$ cat config.mk
export PLATFORM = sky130hd
export DESIGN_NAME = char_bist_link
export DESIGN_NICKNAME = d
export VERILOG_FILES = /design/src/rtl/char_bist_pkg.sv /design/src/rtl/bist_datapath.sv /design/src/rtl/bist_control.sv /design/src/rtl/char_bist_link.sv
export SDC_FILE = /design/constraint.sdc
export NUM_CORES = 1
export LEC_CHECK = 0
export ABC_AREA = 1
export CORE_UTILIZATION = 40
export CTS_CLUSTER_SIZE = 14
export DETAILED_ROUTE_END_ITERATION = 16
export DONT_BUFFER_PORTS = 1
export PLACE_DENSITY = 0.51
export SYNTH_ARGS = -nofsm -noshare
export SYNTH_HDL_FRONTEND = slang
export SYNTH_HIERARCHICAL = 1
export SYNTH_SLANG_ARGS = --single-unit
$ cat constraint.sdc
create_clock -name clk -period 5.8 [get_ports clk]
set_clock_uncertainty 0.2 [all_clocks]
set_input_delay 0.29 -clock clk [delete_from_list [all_inputs] [get_ports clk]]
set_output_delay 0.29 -clock clk [all_outputs]
set_load 0.05 [all_outputs]
$ cat src/rtl/char_bist_pkg.sv
package char_bist_pkg;
  parameter int LFSR_W = 9;
  parameter int TAP    = 4;
  localparam int CHAR_W = LFSR_W + 1;

  localparam logic [LFSR_W-1:0] SEED = LFSR_W'(1);
  // state that steps into SEED: it marks the last character of a pass
  localparam logic [LFSR_W-1:0] LAST = {SEED[0] ^ SEED[TAP+1], SEED[LFSR_W-1:1]};

  localparam logic [1:0] RX_BIST_SEL = 2'b10;
  localparam logic [1:0] CODE_WAIT   = 2'b00;
  localparam logic [1:0] CODE_MATCH  = 2'b01;
  localparam logic [1:0] CODE_MISS   = 2'b10;

  typedef enum logic {ST_WAIT, ST_SYNC} chkState_t;

  typedef struct packed {
    logic       loadExp;   // reseed expectation from received character
    logic       advExp;    // free-run expectation by one step
    logic       bistOut;   // present status instead of data
    logic [1:0] code;
    logic       passMark;
  } chkStrobe_t;

  function automatic logic [LFSR_W-1:0] lfsrStep(input logic [LFSR_W-1:0] s);
    return {s[LFSR_W-2:0], s[LFSR_W-1] ^ s[TAP]};
  endfunction

  function automatic logic [CHAR_W-1:0] charOf(input logic [LFSR_W-1:0] s);
    return {^s, s};
  endfunction
endpackage

$ cat src/rtl/bist_datapath.sv
module bist_datapath
  import char_bist_pkg::*;
(
  input  logic              clk,
  input  logic              rstN,
  input  logic              txBistEnN,
  input  logic [CHAR_W-1:0] txDataIn,
  output logic [CHAR_W-1:0] txDataOut,
  output logic              txErr,
  input  logic [CHAR_W-1:0] rxDataIn,
  output logic [CHAR_W-1:0] rxDataOut,
  output logic              rxStatus,
  input  chkStrobe_t        strobe,
  output logic              rxMatch,
  output logic              expIsLast
);
  logic [LFSR_W-1:0] txState;
  logic [LFSR_W-1:0] expState;

  // transmit generator
  always_ff @(posedge clk or negedge rstN) begin
    if (!rstN)          txState <= SEED;
    else if (txBistEnN) txState <= SEED;
    else                txState <= lfsrStep(txState);
  end

  assign txDataOut = txBistEnN ? txDataIn : charOf(txState);
  assign txErr     = !txBistEnN && (txState == LAST);

  a_r3_single_pulse: assert property (@(posedge clk) disable iff (!rstN)
    txErr |=> !txErr);
  a_r2_state_nonzero: assert property (@(posedge clk) disable iff (!rstN)
    txState != '0);

  // receive expectation
  always_ff @(posedge clk or negedge rstN) begin
    if (!rstN)               expState <= '0;
    else if (strobe.loadExp) expState <= lfsrStep(rxDataIn[LFSR_W-1:0]);
    else if (strobe.advExp)  expState <= lfsrStep(expState);
  end

  assign rxMatch   = (rxDataIn == charOf(expState));
  assign expIsLast = (expState == LAST);

  // receive output register
  always_ff @(posedge clk or negedge rstN) begin
    if (!rstN) begin
      rxDataOut <= '0;
      rxStatus  <= 1'b0;
    end else begin
      rxDataOut <= strobe.bistOut ? {{(CHAR_W-2){1'b0}}, strobe.code} : rxDataIn;
      rxStatus  <= strobe.passMark;
    end
  end

  a_r5_upper_zero: assert property (@(posedge clk) disable iff (!rstN)
    strobe.bistOut |=> rxDataOut[CHAR_W-1:2] == '0);
  a_r9_status_code: assert property (@(posedge clk) disable iff (!rstN)
    rxStatus |-> rxDataOut[1:0] != CODE_WAIT);
endmodule

$ cat src/rtl/bist_control.sv
module bist_control
  import char_bist_pkg::*;
#(
  parameter int SYNC_MATCHES = 3,
  parameter int LOSS_ERRORS  = 4
) (
  input  logic       clk,
  input  logic       rstN,
  input  logic [1:0] rxBistCtl,
  input  logic       rxMatch,
  input  logic       expIsLast,
  output chkStrobe_t strobe
);
  localparam int MW = $clog2(SYNC_MATCHES + 1);
  localparam int EW = $clog2(LOSS_ERRORS + 1);

  chkState_t     curState, nxtState;
  logic [MW-1:0] matchCnt, matchNxt;
  logic [EW-1:0] errCnt, errNxt;
  logic          active;

  assign active = (rxBistCtl == RX_BIST_SEL);

  always_comb begin
    nxtState        = curState;
    matchNxt        = matchCnt;
    errNxt          = errCnt;
    strobe          = '0;
    strobe.bistOut  = active;
    if (!active) begin
      nxtState       = ST_WAIT;
      matchNxt       = '0;
      errNxt         = '0;
      strobe.loadExp = 1'b1;
    end else if (curState == ST_WAIT) begin
      strobe.loadExp = 1'b1;
      strobe.code    = CODE_WAIT;
      if (rxMatch) begin
        if (matchCnt == MW'(SYNC_MATCHES - 1)) begin
          nxtState = ST_SYNC;
          matchNxt = '0;
          errNxt   = '0;
        end else begin
          matchNxt = matchCnt + MW'(1);
        end
      end else begin
        matchNxt = '0;
      end
    end else begin
      strobe.code     = rxMatch ? CODE_MATCH : CODE_MISS;
      strobe.passMark = expIsLast;
      if (!rxMatch && errCnt == EW'(LOSS_ERRORS - 1)) begin
        nxtState       = ST_WAIT;
        matchNxt       = '0;
        errNxt         = '0;
        strobe.loadExp = 1'b1;
      end else begin
        strobe.advExp = 1'b1;
        errNxt        = expIsLast ? '0 : errCnt + EW'(!rxMatch);
      end
    end
  end

  always_ff @(posedge clk or negedge rstN) begin
    if (!rstN) begin
      curState <= ST_WAIT;
      matchCnt <= '0;
      errCnt   <= '0;
    end else begin
      curState <= nxtState;
      matchCnt <= matchNxt;
      errCnt   <= errNxt;
    end
  end

  a_r8_errcnt_bound: assert property (@(posedge clk) disable iff (!rstN)
    errCnt < EW'(LOSS_ERRORS));
  a_r6_no_sync_on_miss: assert property (@(posedge clk) disable iff (!rstN)
    (curState == ST_WAIT && !rxMatch) |=> curState == ST_WAIT);
  a_r4_idle_wait: assert property (@(posedge clk) disable iff (!rstN)
    !active |=> curState == ST_WAIT);
endmodule

$ cat src/rtl/char_bist_link.sv
module char_bist_link
  import char_bist_pkg::*;
#(
  parameter int SYNC_MATCHES = 3,
  parameter int LOSS_ERRORS  = 4
) (
  input  logic              clk,
  input  logic              rstN,
  input  logic              txBistEnN,
  input  logic [CHAR_W-1:0] txDataIn,
  output logic [CHAR_W-1:0] txDataOut,
  output logic              txErr,
  input  logic [1:0]        rxBistCtl,
  input  logic [CHAR_W-1:0] rxDataIn,
  output logic [CHAR_W-1:0] rxDataOut,
  output logic              rxStatus
);
  chkStrobe_t strobe;
  logic       rxMatch;
  logic       expIsLast;

  bist_datapath u_path (
    .clk(clk), .rstN(rstN),
    .txBistEnN(txBistEnN), .txDataIn(txDataIn),
    .txDataOut(txDataOut), .txErr(txErr),
    .rxDataIn(rxDataIn), .rxDataOut(rxDataOut), .rxStatus(rxStatus),
    .strobe(strobe), .rxMatch(rxMatch), .expIsLast(expIsLast)
  );

  bist_control #(.SYNC_MATCHES(SYNC_MATCHES), .LOSS_ERRORS(LOSS_ERRORS)) u_ctrl (
    .clk(clk), .rstN(rstN), .rxBistCtl(rxBistCtl),
    .rxMatch(rxMatch), .expIsLast(expIsLast), .strobe(strobe)
  );
endmodule

==> flow_summary.toml <==
[setup_path]
r2r_end = "u_path/expState[8]"
startpoint_type = "flip-flop"
crit_type = "flip-flop to flip-flop"
arrival_ps = 3220
reg2reg_depth = 19
crit_start = "u_path/expState[4]"
cp_top_family = "simple AND/OR/NAND/NOR gates"
critPathMaxFanout = 14
critPathMaxStageDelay_ps = 450
r2r_start = "u_path/expState[4]"
cp.depth = 19
endpoint_kind = "flip-flop"
required_ps = 5740
cpMostUsedCell = "nand2_1"
slowest_stage = "dfrtp_1"
cp_cell_sequence = "inv_2, ha_1, inv_1, nand2_1, nand2_1, nand2_1, nand2_1, nand2_1, nand3_1, nand2_1, nor2_1, inv_2, nand2_2, nor2_2, nor2_4, inv_1, or2_1, o22ai_1, a31oi_1"
worst-path-buf-inv = 4
rrSetupSlack_ps = 2510
critPathCapture = "u_path/expState[8]"

[grt]
use_met1_pct = 25.4
overflow = 0
grt_max_degree = 36
grt.met2_usage_pct = 29.8
gr-usage-all-layers_pct = 18.7
grt_pass1_wl_um = 7500
busiest_layer = "met2"
antenna_found_initial = 0
grt_pass1_vias = 1577
grtUsageMet3_pct = 4.44

[run_status]
status = "completed"

[synth]
synth_simple_gate_area_share_pct = 24.9
synth_cells = 250
synth.area.mux_share_pct = 0
synthFlopType = "dfrtp_1"
synth_xor_area_share_pct = 2.66
synthTopCellsByArea = "dfrtp_1, nand2_1, inv_1"
synth-warning-count = 6
synth_nets = 285
ys_ff_latch = 35
synth_largest_area_cell = "dfrtp_1"
netlist_top_cells_count = "nand2_1, inv_1, dfrtp_1, nor2_1, o21ai_0"
yosys.cell_types.count = 31
synthAdderAreaFrac_pct = 6.33
seq_area_frac_synth_pct = 44.4
synth_top_area_share_pct = 43.0
async_flop_share_pct = 100
yosysMostFrequentCell = "nand2_1"
synth_top_family_by_area = "simple AND/OR/NAND/NOR gates"
synth_area_um2 = 1980
synth-edff-count = 0
syn_area_per_cell_um2 = 7.91
synth_compound_area_share_pct = 10.7

[placement]
portBuffers = 0
place_area_um2 = 2040
dp_hpwl_um = 3110
gp_congestion = 0.864

[cts]
clockRootBuffer = "clkbuf_8"
cts_tree = "built"
clkLatencyLatePin_ps = 280
numCtsBuffers = 5
clock-sinks = 35
post_cts_resized = 0
cts_buffer_depth = 2
clk_pin_slew_ps = 70
htree_levels = 2

[drt]
drt-wirelength-per-cell_um = 12.8
drt_iter0_drc = 62
drc = 0
vias = 1604
firstDrtPassIters = 4
drt-total-wl_um = 4310
vias_per_cell = 4.77
antenna_left = 0

[job]
max_cap_violations = 0

[timing]
rsz0062_at_grt = "no"
maxSlewHeadroom_pct = 36.1
finalSetupViolations = 0
min_period_ps = 3290
final.setup.tns_ps = 0
fmax_mhz = 304
fin_crit_sh_pct = 56.7
worst_pin_slew_ps = 952
slew_violations = 0
finalHoldViolCount = 0

[final_layout]
fillers = 485
fin_nets = 303
design_area_um2 = 2300
seqCellArea_um2 = 877
drive_gt1_share_pct = 9.67
multiInputGateArea_um2 = 881
antenna_cells = 0
area_growth_pct = 16.4

[power_and_ir_drop]
p_sw_w = 0.000158
intPower_w = 0.000392
leakagePower_nw = 1.19
p_seq_share_pct = 50.0
power_w = 0.000551
power.share.clock_pct = 34.5
power_density_nw_per_um2 = 239
vdd_ir_drop_max_mv = 0.105
switching_share_pct = 28.7
p_comb_share_pct = 15.6

[worst_hold_path]
min_path_type = "input port to flip-flop"
worstHoldStart = "rxBistCtl[0]"
hold_depth = 2

[floorplan]
fp-row-count = 25
die_area_um2 = 5230
core_um2 = 4750
start_util_pct = 41.6
io-pin-count = 47
die_h_um = 72.3
die_w_um = 72.3
==> state kept, by name (all words and copies together) (netlist names) <==
signal and cells:
u_ctrl/errCnt 3, u_path/rxDataOut 10, u_ctrl/matchCnt 2, u_ctrl/curState 1, u_path/expState 9, u_path/txState 9, u_path/rxStatus 1
==> power groups by stage <==
stage               Clock, W  Sequential (W)  Combinational, W
finish              0.000190        0.000275         0.0000858
global route        0.000209        0.000276         0.0000962
CTS                 0.000198        0.000275         0.0000866
detailed placement         0        0.000280         0.0000708
global placement           0        0.000280         0.0000704
floorplan                  0        0.000278         0.0000621
==> cell families (layout without fill, tap and decap cells) <==
kind of cell             Yosys count  after routing
AO/OA/AOI/OAI                     36             36
buffers and inverters             53             72
flip-flops                        35             35
adder cells (fa/ha/maj)           10             10
XOR/XNOR                           6              6
AND/OR/NAND/NOR                  110            110
==> worst register-to-register path, stage by stage (launching register included) <==
cell and delay [ps]:
dfrtp_1 450, inv_2 80, ha_1 310, inv_1 60, nand2_1 60, nand2_1 60, nand2_1 60, nand2_1 60
nand2_1 60, nand3_1 60, nand2_1 50, nor2_1 300, inv_2 90, nand2_2 90, nor2_2 50, nor2_4 270
inv_1 160, or2_1 420, o22ai_1 180, a31oi_1 70
==> per-stage QoR <==
step                      utilization, %  instances  hold WS [ps]  worst slack, ps
after floorplan                        -        250          -206             3140
after global placement              42.9        313          -204             2620
after detailed placement            42.9        313          -204             2550
after CTS                           48.4        336          18.1             2520
after global routing                48.4        336          31.2             2090
final                               48.4        336          29.5             2510
==> cell usage in the layout (no fill, tap or decap), types with 7 or more instances in the layout <==
master,count
clkbuf_8,7
o21ai_0,8
a31oi_1,7
inv_1,42
nand3_1,12
o21ai_1,8
ha_1,10
o22ai_1,7
dfrtp_1,34
nor2_1,30
dlygate4sd3_1,14
nand2_1,55
==> per-layer routing <==
| layer | part of all wire, % | routed length, µm |
|---|---|---|
| met1 | 49 | 2090 |
| met2 | 47 | 2040 |
| met3 | 3.3 | 141 |
| met4 | 0.74 | 32 |
| met5 | 0 | 0 |
==> how the worst min path moves through the flow <==
stage | endpoint
floorplan | u_ctrl/curState
global placement | u_path/txState[7]
detailed placement | u_path/txState[7]
CTS | u_path/rxDataOut[7]
global route | u_path/rxDataOut[5]
finish | u_path/rxDataOut[3]
==> layout make-up <==
type | count | share of cell area, %
inverters | 45 | 7.34
multi-input cells | 162 | 38.3
clock buffers | 8 | 4.35
flip-flops and latches | 35 | 38.1
well taps | 67 | 3.64
repair buffers | 19 | 8.27
==> repair_timing <==
item / CTS / global route
setup buffers: 0 / 0
hold buffers: 15 / 0
endpoints found under the hold margin: 59 / 0
(Power assumes the default switching activity.)
